--- src/rtl/sbuf_pkg.sv ---
package sbuf_pkg;

   function automatic int stage_count(input int addr_w, input int stage_w);
      return (addr_w + stage_w - 1) / stage_w;
   endfunction

   function automatic int stage_width(input int addr_w, input int stage_w, input int idx);
      int rem;
      rem = addr_w - idx * stage_w;
      return (rem < stage_w) ? rem : stage_w;
   endfunction

endpackage

--- src/rtl/sbuf_load_map.sv ---
module sbuf_load_map #(
   parameter int ADDR_W = 10,
   parameter int BUS_W  = 8
) (
   input  logic [BUS_W-1:0]  wdata,
   input  logic              wr_lo,
   input  logic              wr_hi,
   output logic [ADDR_W-1:0] ld_mask,
   output logic [ADDR_W-1:0] ld_data,
   output logic              any_load
);

   for (genvar k = 0; k < ADDR_W; k++) begin : g_bit
      if (k < BUS_W) begin : g_low
         assign ld_mask[k] = wr_lo;
         assign ld_data[k] = wdata[k];
      end else begin : g_high
         assign ld_mask[k] = wr_hi;
         assign ld_data[k] = wdata[k-BUS_W];
      end
   end

   assign any_load = wr_lo | wr_hi;

endmodule

--- src/rtl/sbuf_stage.sv ---
module sbuf_stage #(
   parameter int W = 4
) (
   input  logic         clk,
   input  logic         rst,
   input  logic         any_load,
   input  logic [W-1:0] ld_mask,
   input  logic [W-1:0] ld_data,
   input  logic         bin,
   output logic [W-1:0] q,
   output logic         bout
);

   logic [W-1:0] q_nxt;

   always_comb begin
      q_nxt = q;
      if (any_load)
         q_nxt = (q & ~ld_mask) | (ld_data & ld_mask);
      else if (bin)
         q_nxt = q - W'(1);
   end

   always_ff @(posedge clk) begin
      if (rst) q <= '0;
      else     q <= q_nxt;
   end

   assign bout = bin & (q == '0);


   stage_wrap_chk: assert property (@(posedge clk) disable iff (rst)
      (bin && !any_load && q == '0) |=> (q == {W{1'b1}}));

endmodule

--- src/rtl/sbuf_flag.sv ---
module sbuf_flag (
   input  logic clk,
   input  logic rst,
   input  logic any_load,
   input  logic term_borrow,
   output logic end_n
);

   always_ff @(posedge clk) begin
      if (rst)              end_n <= 1'b1;
      else if (any_load)    end_n <= 1'b1;
      else if (term_borrow) end_n <= 1'b0;
   end


   flag_hold_chk: assert property (@(posedge clk) disable iff (rst)
      (!end_n && !any_load) |=> !end_n);

endmodule

--- src/rtl/sbuf_addr_dncnt.sv ---
module sbuf_addr_dncnt #(
   parameter int ADDR_W  = 10,
   parameter int BUS_W   = 8,
   parameter int STAGE_W = 4
) (
   input  logic              clk,
   input  logic              rst,
   input  logic [BUS_W-1:0]  io_wdata,
   input  logic              wr_lo,
   input  logic              wr_hi,
   input  logic              acc_strobe,
   input  logic              rd_status,
   output logic [ADDR_W-1:0] ram_addr,
   output logic [BUS_W-1:0]  status_data,
   output logic              end_n
);
   import sbuf_pkg::*;

   localparam int NSTAGE = stage_count(ADDR_W, STAGE_W);

   if (ADDR_W <= BUS_W || ADDR_W > 2 * BUS_W) begin : g_bad_addr_w
      $error("ADDR_W must exceed BUS_W and fit in two bus writes");
   end
   if (STAGE_W < 1 || STAGE_W > ADDR_W) begin : g_bad_stage_w
      $error("STAGE_W must lie between 1 and ADDR_W");
   end

   logic [ADDR_W-1:0] ld_mask, ld_data;
   logic              any_load;
   logic [NSTAGE:0]   borrow;

   sbuf_load_map #(.ADDR_W(ADDR_W), .BUS_W(BUS_W)) u_map (
      .wdata(io_wdata), .wr_lo(wr_lo), .wr_hi(wr_hi),
      .ld_mask(ld_mask), .ld_data(ld_data), .any_load(any_load)
   );

   assign borrow[0] = acc_strobe & ~any_load;

   for (genvar i = 0; i < NSTAGE; i++) begin : g_stage
      localparam int SW  = stage_width(ADDR_W, STAGE_W, i);
      localparam int LSB = i * STAGE_W;
      sbuf_stage #(.W(SW)) u_stage (
         .clk(clk), .rst(rst), .any_load(any_load),
         .ld_mask(ld_mask[LSB +: SW]), .ld_data(ld_data[LSB +: SW]),
         .bin(borrow[i]), .q(ram_addr[LSB +: SW]), .bout(borrow[i+1])
      );
   end

   sbuf_flag u_flag (
      .clk(clk), .rst(rst), .any_load(any_load),
      .term_borrow(borrow[NSTAGE]), .end_n(end_n)
   );

   assign status_data = rd_status ? {{(BUS_W-1){1'b0}}, end_n} : '0;


   reset_state_chk: assert property (@(posedge clk)
      rst |=> (ram_addr == '0 && end_n));


   post_dec_chk: assert property (@(posedge clk) disable iff (rst)
      (acc_strobe && !wr_lo && !wr_hi && ram_addr != '0)
      |=> (ram_addr == $past(ram_addr) - ADDR_W'(1)) && $stable(end_n));


   addr_hold_chk: assert property (@(posedge clk) disable iff (rst)
      (!acc_strobe && !wr_lo && !wr_hi) |=> ($stable(ram_addr) && $stable(end_n)));


   wrap_chk: assert property (@(posedge clk) disable iff (rst)
      (acc_strobe && !wr_lo && !wr_hi && ram_addr == '0)
      |=> (ram_addr == {ADDR_W{1'b1}} && !end_n));


   load_clears_chk: assert property (@(posedge clk) disable iff (rst)
      (wr_lo || wr_hi) |=> end_n);


   load_wins_chk: assert property (@(posedge clk) disable iff (rst)
      (wr_lo && acc_strobe) |=> (ram_addr[BUS_W-1:0] == $past(io_wdata)));


   status_fmt_chk: assert property (@(posedge clk) disable iff (rst)
      rd_status |-> (status_data == {{(BUS_W-1){1'b0}}, end_n}));

endmodule

--- config.mk ---
export PLATFORM = sky130hd
export DESIGN_NAME = sbuf_addr_dncnt
export DESIGN_NICKNAME = d
export VERILOG_FILES = /design/src/rtl/sbuf_pkg.sv /design/src/rtl/sbuf_load_map.sv /design/src/rtl/sbuf_stage.sv /design/src/rtl/sbuf_flag.sv /design/src/rtl/sbuf_addr_dncnt.sv
export SDC_FILE = /design/constraint.sdc
export NUM_CORES = 1
export LEC_CHECK = 0
export ABC_CLOCK_PERIOD_IN_PS = 1960
export BUFFER_PORTS_ARGS = -buffer_cell sky130_fd_sc_hd__buf_2
export CAP_MARGIN = 25
export CORE_MARGIN = 3
export CORE_UTILIZATION = 45
export CTS_CLUSTER_DIAMETER = 80
export DETAILED_ROUTE_END_ITERATION = 16
export HOLD_SLACK_MARGIN = 0.06
export PLACE_DENSITY = 0.81
export SYNTH_ARGS = -nofsm -noshare
export SYNTH_HDL_FRONTEND = slang
export SYNTH_SLANG_ARGS = --single-unit
--- constraint.sdc ---
create_clock -name clk -period 1.96 [get_ports clk]
set_input_delay 0.294 -clock clk [delete_from_list [all_inputs] [get_ports clk]]
set_output_delay 0.294 -clock clk [all_outputs]
set_load 0.02 [all_outputs]
==> results.tsv, run 1 <==
metric	value	unit
hold_buffers	0	
die_x	46.33	um
final_core_util	0.6110	
gp_congestion	0.7408	
cts_max_level	1	
cts_resized	0	
finClkSkew	0.003482	ns
leakage	0.3970	nW
io_pins	33	
first_pass_iters	4	
ys_types	34	
num-nets-final	135	
grt_pass1_vias	581	
yosysTopAreaCellShare	0.3009	
cts_tree	done	
rrSetupSlack	0.28	ns
final_area	864.6	um^2
ff2ff_path_depth	5	
drtAntennaViolNets	0	
hold_depth	3	
path_clk_slew	0.07	ns
clkSinkCount	11	
crit_path_end_kind	register	
syn_inst	90	
antenna_found_initial	0	
required	2.12	ns
critPathMaxFanout	5	
post_cts_buffers	0	
dp_hpwl	1182	um
dpl-instance-area	838.3	um^2
fp-row-count	13	
drtIter0Drc	10	
rsz0062_at_grt	no	
cts_root_buf	clkbuf_4	
start_util	0.5172	
fmax	596.0	MHz
status	completed	
dieArea	0.002146	mm^2
min_from	io_wdata[4]	
numCtsBuffers	3	
yosys_most_used_dff	dfxtp_1	
clockBufferDepth	2	
ir_drop	339.3	uV
drive_above_1_share	0.2696	
async_reset_ff_frac	0	
syn_area_per_cell	8.133	um^2
power	0.0005565	W
slew_violations	0	
grt_pass1_wl	2463	um
overflow	0	
route.vias.total	680	
finalSetupTns	0	ns
portBuffers	25	
hp-class	input pin to register	
drcViolationCount	0	
ys.warnings.count	0	
core	0.001415	mm^2
yosys.area.top_type	dfxtp_1	
grt_max_degree	16	
yosysSeqAreaShare	0.3009	
grt_usage	0.1590	
fillerInstances	141	
hold_viol_final	0	
wl_per_cell	11.61	um
period_share	0.8561	
ys_top_cells_by_area	dfxtp_1 (30%), ha_1 (8.5%), buf_4 (7.2%)	
drt_wl_total	1509	um
p_per_area	643.7	mW/mm^2
setup_violations	0	
start_kind	register	
syn_to_final_growth	18.12	%
synth_area	732.0	um^2
via_per_inst	5.231	
maxCapViolCount	0	
synth_enable_flop_cells	0	
period_minus_slack	1.678	ns
die_height	46.33	um
crit_type	register to register	
synth-seq-cells	11	
diodes	0	
worstPathArrival	1.84	ns
clkLatencyLatePin	0.27	ns
-- layout by cell type, fill, tap and decap left out --
master | netlist | layout
or3b_1 | 1 | 1
buf_2 | 0 | 25
nor4_1 | 1 | 1
nand2b_1 | 1 | 1
a211oi_1 | 2 | 2
o211ai_1 | 2 | 2
o31ai_1 | 1 | 1
nor3_1 | 2 | 2
o31a_1 | 3 | 3
and2_1 | 1 | 1
nand4bb_1 | 1 | 1
a311oi_1 | 2 | 2
nor2_1 | 5 | 5
ha_1 | 5 | 5
or2_2 | 1 | 1
a31oi_1 | 3 | 3
or4_1 | 2 | 2
a221oi_1 | 1 | 1
clkbuf_4 | 0 | 3
or4b_1 | 1 | 1
mux2_2 | 1 | 1
nand3b_1 | 2 | 2
buf_4 | 7 | 1
clkbuf_1 | 4 | 1
nand2_1 | 4 | 4
or3_1 | 4 | 4
xnor2_1 | 1 | 1
dfxtp_1 | 11 | 11
clkinv_1 | 1 | 1
inv_1 | 10 | 10
conb_1 | 1 | 7
xor2_1 | 1 | 1
o311ai_0 | 1 | 1
o21ai_0 | 2 | 2
nor2b_1 | 1 | 1
a21oi_1 | 4 | 4
-- per-stage QoR --
stage | setup WS, ns | hold slack, ns | std cells
detailed placement | 0.2986 | 0.5200 | 126
global placement | 0.3444 | 0.5118 | 126
global route | 0.1433 | 0.2673 | 130
CTS | 0.2872 | 0.2734 | 130
floorplan | 0.2845 | 0.4388 | 96
finish | 0.2821 | 0.2757 | 130
-- cell type report --
type / count / area (um^2) / area share
Inverter: 11 / 41.29 / 0.04776
Timing Repair Buffer: 26 / 132.6 / 0.1534
Tap cell: 15 / 18.77 / 0.02171
Multi-Input combinational cell: 63 / 425.4 / 0.4920
Clock buffer: 4 / 26.28 / 0.03039
Sequential cell: 11 / 220.2 / 0.2547
-- power breakdown --
| part | leakage (nW) | internal, W | switching (W) | total [W] |
|---|---|---|---|---|
| clock | 0.0150 | 0.0000789 | 0.0000764 | 0.000155 |
| combinational | 0.291 | 0.0000573 | 0.0000904 | 0.000148 |
| sequential | 0.0911 | 0.000239 | 0.0000145 | 0.000253 |
-- metal layers --
layer	vias up	global-route usage	share of wire
li1	357	-	-
met1	299	0.1940	0.46
met2	22	0.2555	0.45
met3	2	0.05859	0.083
met4	0	0.05114	0.0066
met5	-	0	0
-- logic make-up after synthesis --
logic type / synth area share
AOI/OAI and AO/OA: 0.2017
muxes: 0.01538
adders and majority gates: 0.08547
DFF: 0.3009
and+or+nand+nor: 0.2188
buffers and inverters: 0.1487
other: 0.005123
xor gates and xnor gates: 0.02394
-- cell usage after synthesis, types with 2 or more instances --
cell type and n:
nor3_1 2, or3_1 4, buf_4 7, dfxtp_1 11, clkbuf_1 4, inv_1 10, a211oi_1 2, a21oi_1 4
nand3b_1 2, o31a_1 3, or4_1 2, nand2_1 4, o211ai_1 2, nor2_1 5, ha_1 5, o21ai_0 2
a31oi_1 3, a311oi_1 2
-- worst max-delay path, cell delays in order, from the launching register on --
cell     delay, ns
dfxtp_1       0.34
inv_1         0.09
ha_1          0.13
or3b_1        0.37
nor3_1        0.28
mux2_2        0.36
-- how the worst max path moves through the flow --
stage,to,slack (ns)
2_1_floorplan,register,0.28
3_3_place_gp,register,0.34
3_5_place_dp,register,0.30
4_1_cts,register,0.29
5_1_grt,register,0.14
6_report,register,0.28
Power figures use the tool's default switching activity.
==> run 2, diff against run 1 <==
CELL_PAD_IN_SITES_DETAIL_PLACEMENT = 0   (was not set)
CELL_PAD_IN_SITES_GLOBAL_PLACEMENT = 1   (was not set)
CORE_UTILIZATION = 32   (was 45)
PLACE_DENSITY = 0.79   (was 0.81)
==> run 2 against run 1 <==
Net effect:
- design area is 1.7% higher
- power is 0.25% higher
- clock-buffer cell count stayed put
- first-iteration DRC count is 80% higher
- utilization is 18 points lower
- sequential power hardly changed
- combinational power hardly changed
- sequential share of layout area is 0.43 points lower
- clock skew hardly changed
- largest cell class unchanged
==> results.tsv, run 2 (synthesis gave the netlist of run 1 again) <==
metric	value	unit	change
path_clk_slew	0.07	ns	about the same
antenna_found_initial	0		unchanged
portBuffers	25		unchanged
die_x	53.83	um	+16%
via_per_inst	4.908		-6.2%
multiInputGateArea	425.4	um^2	unchanged
grt_usage	0.1269		-0.03215
hp-class	input pin to register		
p_per_area	634.2	mW/mm^2	-1.5%
io_pins	33		unchanged
final_area	879.6	um^2	+1.7%
clkLatencyLatePin	0.26	ns	about the same
first_pass_iters	4		unchanged
dp_cells	138		+9.5%
ff2ff_path_depth	5		unchanged
leakage	0.3970	nW	unchanged
crit_path_end_kind	register		
start_util	0.3550		-0.1623
route.vias.total	697		+2.5%
crit_type	register to register		
fillerInstances	242		+72%
gp_congestion	0.7344		-0.86%
drtAntennaViolNets	0		unchanged
hold_viol_final	0		unchanged
finClkSkew	0.003602	ns	+0.0001193 ns
crit_buf_inv	1		unchanged
status	completed		
finalSetupTns	0	ns	unchanged
grt_max_degree	16		unchanged
clockBufferDepth	2		unchanged
drt_wl_total	1639	um	+8.6%
start_kind	register		
layout.area.seq	220.2	um^2	unchanged
min_from	io_wdata[4]		
cts_max_level	1		unchanged
drive_above_1_share	0.2696		unchanged
period_share	0.8725		+0.01645
hold_depth	3		unchanged
cts_root_buf	clkbuf_4		
dp_hpwl	1268	um	+7.3%
critPathMaxStageDelay	0.38	ns	about the same
rsz0062_at_grt	no		
die_height	53.83	um	+16%
drcViolationCount	0		unchanged
final_cell_mix	buf_2 (25), dfxtp_1 (11), inv_1 (10)		
overflow	0		unchanged
rrSetupSlack	0.25	ns	-0.03 ns
period_minus_slack	1.710	ns	+0.03224 ns
slew_violations	0		unchanged
diodes	0		unchanged
fmax	584.7	MHz	-1.9%
timing.hold.ws	0.2833	ns	+0.007594 ns
clkSinkCount	11		unchanged
cts_tree	done		
ir_drop	215.0	uV	-37%
crit_slowest_cell	or3b_1		
core	0.002062	mm^2	+46%
critical_path.top_delay_family	simple AND/OR/NAND/NOR gates		
required	2.11	ns	about the same
fin_cells	142		+9.2%
cts_resized	0		unchanged
numCtsBuffers	3		unchanged
critPathMaxFanout	5		unchanged
dieArea	0.002897	mm^2	+35%
wl_per_cell	11.54	um	-0.56%
layout_commonest_cell	buf_2		
post_cts_buffers	0		unchanged
setup_violations	0		unchanged
grt_pass1_vias	596		+2.6%
dpl-instance-area	853.3	um^2	+1.8%
hold_buffers	0		unchanged
fp-row-count	16		+3
maxCapViolCount	0		unchanged
grt_pass1_wl	2670	um	+8.4%
drtIter0Drc	18		+8
syn_to_final_growth	20.17	%	
worstPathArrival	1.86	ns	+0.02 ns
num-nets-final	135		unchanged
cp_cell_sequence	inv_1, ha_1, or3b_1, nor3_1, mux2_2		
[run 2: cell counts in the layout (fill, tap and decap cells not counted)]
No cell type changed its count.
[run 2: tightest hold or removal path, delay by kind of cell]
family,cells,cell delay (ns)
AO/OA/AOI/OAI,1,0.06
buffers and inverters,2,0.14
[run 2: layout make-up]
cell class | count | area share
Clock buffer | 4 | 0.02987
Inverter | 11 | 0.04694
Multi-Input combinational cell | 63 | 0.4836
Sequential cell | 11 | 0.2504
Tap cell | 27 | 0.03841
Timing Repair Buffer | 26 | 0.1508
[run 2: how the worst max path moves through the flow]
stage / from / endpoint / slack [ns] / cells past startpoint
detailed placement: register / register / 0.25 / 5
floorplan: register / register / 0.28 / 5
global placement: register / register / 0.26 / 5
global route: register / register / 0.13 / 5
CTS: register / register / 0.24 / 5
finish: register / register / 0.25 / 5
[run 2: through the flow]
stage          utilization   power, W  setup WS, ns
6_report            0.4266  0.0005579        0.2498
5_1_grt             0.4266  0.0005982        0.1279
4_1_cts             0.4266  0.0005654        0.2354
3_5_place_dp        0.4138  0.0004094        0.2493
3_3_place_gp        0.4138  0.0004064        0.2552
2_1_floorplan            -  0.0003691        0.2845
[run 2: report_power, final]
| group | internal (W) | switching [W] |
|---|---|---|
| Combinational | 0.0000580 | 0.0000917 |
| Clock | 0.0000786 | 0.0000758 |
| Sequential | 0.000239 | 0.0000148 |
| Total | 0.000375 | 0.000182 |
[run 2: per-layer routing]
metal  GRT usage  routed length, um
met2      0.1976                751
met5           0                  0
met4     0.05106                 19
met1      0.1628                733
met3     0.03601                134
==> run 3, diff against run 2 <==
==> constraint.sdc (replaced) <==
create_clock -name clk -period 1.96 [get_ports clk]
set_input_delay 0.392 -clock clk [delete_from_list [all_inputs] [get_ports clk]]
set_output_delay 0.392 -clock clk [all_outputs]
set_load 0.02 [all_outputs]
==> run 3 against run 2 <==
Net effect:
- design area rose by 0.85%
- worst setup slack improved by 0.013 ns
- highest routed layer unchanged
- sequential share of layout area fell by 0.21 points
- largest cell class unchanged
- combinational power barely moved
- final cell count rose by 0.70%
- clock-buffer cell count did not move
- die area did not move
- hold slack improved by 0.090 ns
- non-clock buffer count rose by 1
- largest power group unchanged
==> results.tsv, run 3 (synthesis gave the netlist of run 1 again) <==
metric	value	unit	change
multiInputGateArea	425.4	um^2	unchanged
diodes	0		unchanged
setup_violations	0		unchanged
pre_cts_ws	0.2580	ns	+0.008663 ns
ff2ff_path_depth	5		unchanged
fp-row-count	16		unchanged
first_pass_iters	2		-2
layout_commonest_cell	buf_2		
cts_tree	done		
clkSinkCount	11		unchanged
via_per_inst	4.916		+0.16%
maxCapViolCount	0		unchanged
antenna_found_initial	0		unchanged
num-nets-final	136		+0.74%
period_minus_slack	1.697	ns	-0.01347 ns
worstPathArrival	1.88	ns	+0.02 ns
hold_depth	3		unchanged
route.vias.total	703		+0.86%
hold_viol_final	0		unchanged
hp-class	input pin to register		
fmax	589.4	MHz	+0.79%
final_core_util	0.4302		+0.003640
finClkSkew	0.0007747	ns	-0.002827 ns
drt_wl_total	1692	um	+3.2%
rsz0062_at_grt	no		
overflow	0		unchanged
leakage	0.4018	nW	+1.2%
rrSetupSlack	0.26	ns	about the same
crit_path_end_kind	register		
drtIter0Drc	6		-12
hold_buffers	0		unchanged
layout.area.seq	220.2	um^2	unchanged
path_clk_slew	0.07	ns	about the same
syn_to_final_growth	21.20	%	
die_x	53.83	um	unchanged
wl_per_cell	11.83	um	+2.5%
fillerInstances	210		-13%
cts_resized	0		unchanged
grt_max_degree	14		-2
slew_violations	0		unchanged
clockBufferDepth	2		unchanged
dieArea	0.002897	mm^2	unchanged
grt_usage	0.1273		+0.0004279
p_per_area	639.0	mW/mm^2	+0.75%
status	completed		
clkLatencyLatePin	0.27	ns	about the same
die_height	53.83	um	unchanged
numCtsBuffers	3		unchanged
post_cts_buffers	0		unchanged
crit_type	register to register		
drive_above_1_share	0.2759		+0.006297
dp_hpwl	1289	um	+1.6%
gp_congestion	0.7448		+1.4%
grt_pass1_wl	2656	um	-0.52%
start_kind	register		
core	0.002062	mm^2	unchanged
drcViolationCount	0		unchanged
ir_drop	220.5	uV	+2.5%
critPathMaxFanout	5		unchanged
period_share	0.8657		-0.006872
required	2.14	ns	+0.03 ns
fin_ws	0.2633	ns	+0.01347 ns
portBuffers	25		unchanged
io_pins	33		unchanged
final_cell_mix	buf_2 (25), dfxtp_1 (11), inv_1 (10)		
start_util	0.3550		unchanged
cts_root_buf	clkbuf_4		
min_from	io_wdata[4]		
timing.hold.ws	0.3732	ns	+0.08990 ns
drtAntennaViolNets	0		unchanged
finalSetupTns	0	ns	unchanged
grt_pass1_vias	642		+7.7%
cts_max_level	1		unchanged
-- run 3: area by class of cell --
cell class | count | area share
well taps | 27 | 0.03808
multi-input cells | 63 | 0.4795
repair buffers | 27 | 0.1580
flip-flops and latches | 11 | 0.2482
clock buffers | 4 | 0.02962
inverters | 11 | 0.04654
-- run 3: per-layer routing --
| layer | vias to the layer above | wire [um] | track usage |
|---|---|---|---|
| li1 | 361 | - | - |
| met1 | 315 | 810 | 0.1424 |
| met2 | 25 | 770 | 0.2177 |
| met3 | 2 | 97 | 0.02770 |
| met4 | 0 | 13 | 0.07660 |
| met5 | - | 0 | 0 |
-- run 3: worst max path at each step --
stage / slack (ns) / startpoint / endpoint
after floorplan: 0.28 / register / register
after global placement: 0.28 / wr_hi / register
after detailed placement: 0.26 / wr_hi / register
after CTS: 0.25 / register / register
after global routing: 0.13 / register / register
final: 0.26 / register / register
-- run 3: critical path: stages (launching register included) --
cell	delay, ns
dfxtp_1	0.34
inv_1	0.08
ha_1	0.13
or3b_1	0.38
or4_1	0.41
a311oi_1	0.26
-- run 3: power breakdown --
| part | switching, W | internal [W] | total, W |
|---|---|---|---|
| logic | 0.0000921 | 0.0000589 | 0.000151 |
| clock network | 0.0000832 | 0.0000789 | 0.000162 |
| registers | 0.0000149 | 0.000239 | 0.000254 |
-- run 3: metrics by stage --
| stage | power [W] | instance area, um^2 | std cells |
|---|---|---|---|
| after floorplan | 0.0003691 | 754.5 | 96 |
| after global placement | 0.0004089 | 860.8 | 139 |
| after detailed placement | 0.0004107 | 860.8 | 139 |
| after CTS | 0.0005711 | 887.1 | 143 |
| after global routing | 0.0006138 | 887.1 | 143 |
| final | 0.0005669 | 887.1 | 143 |
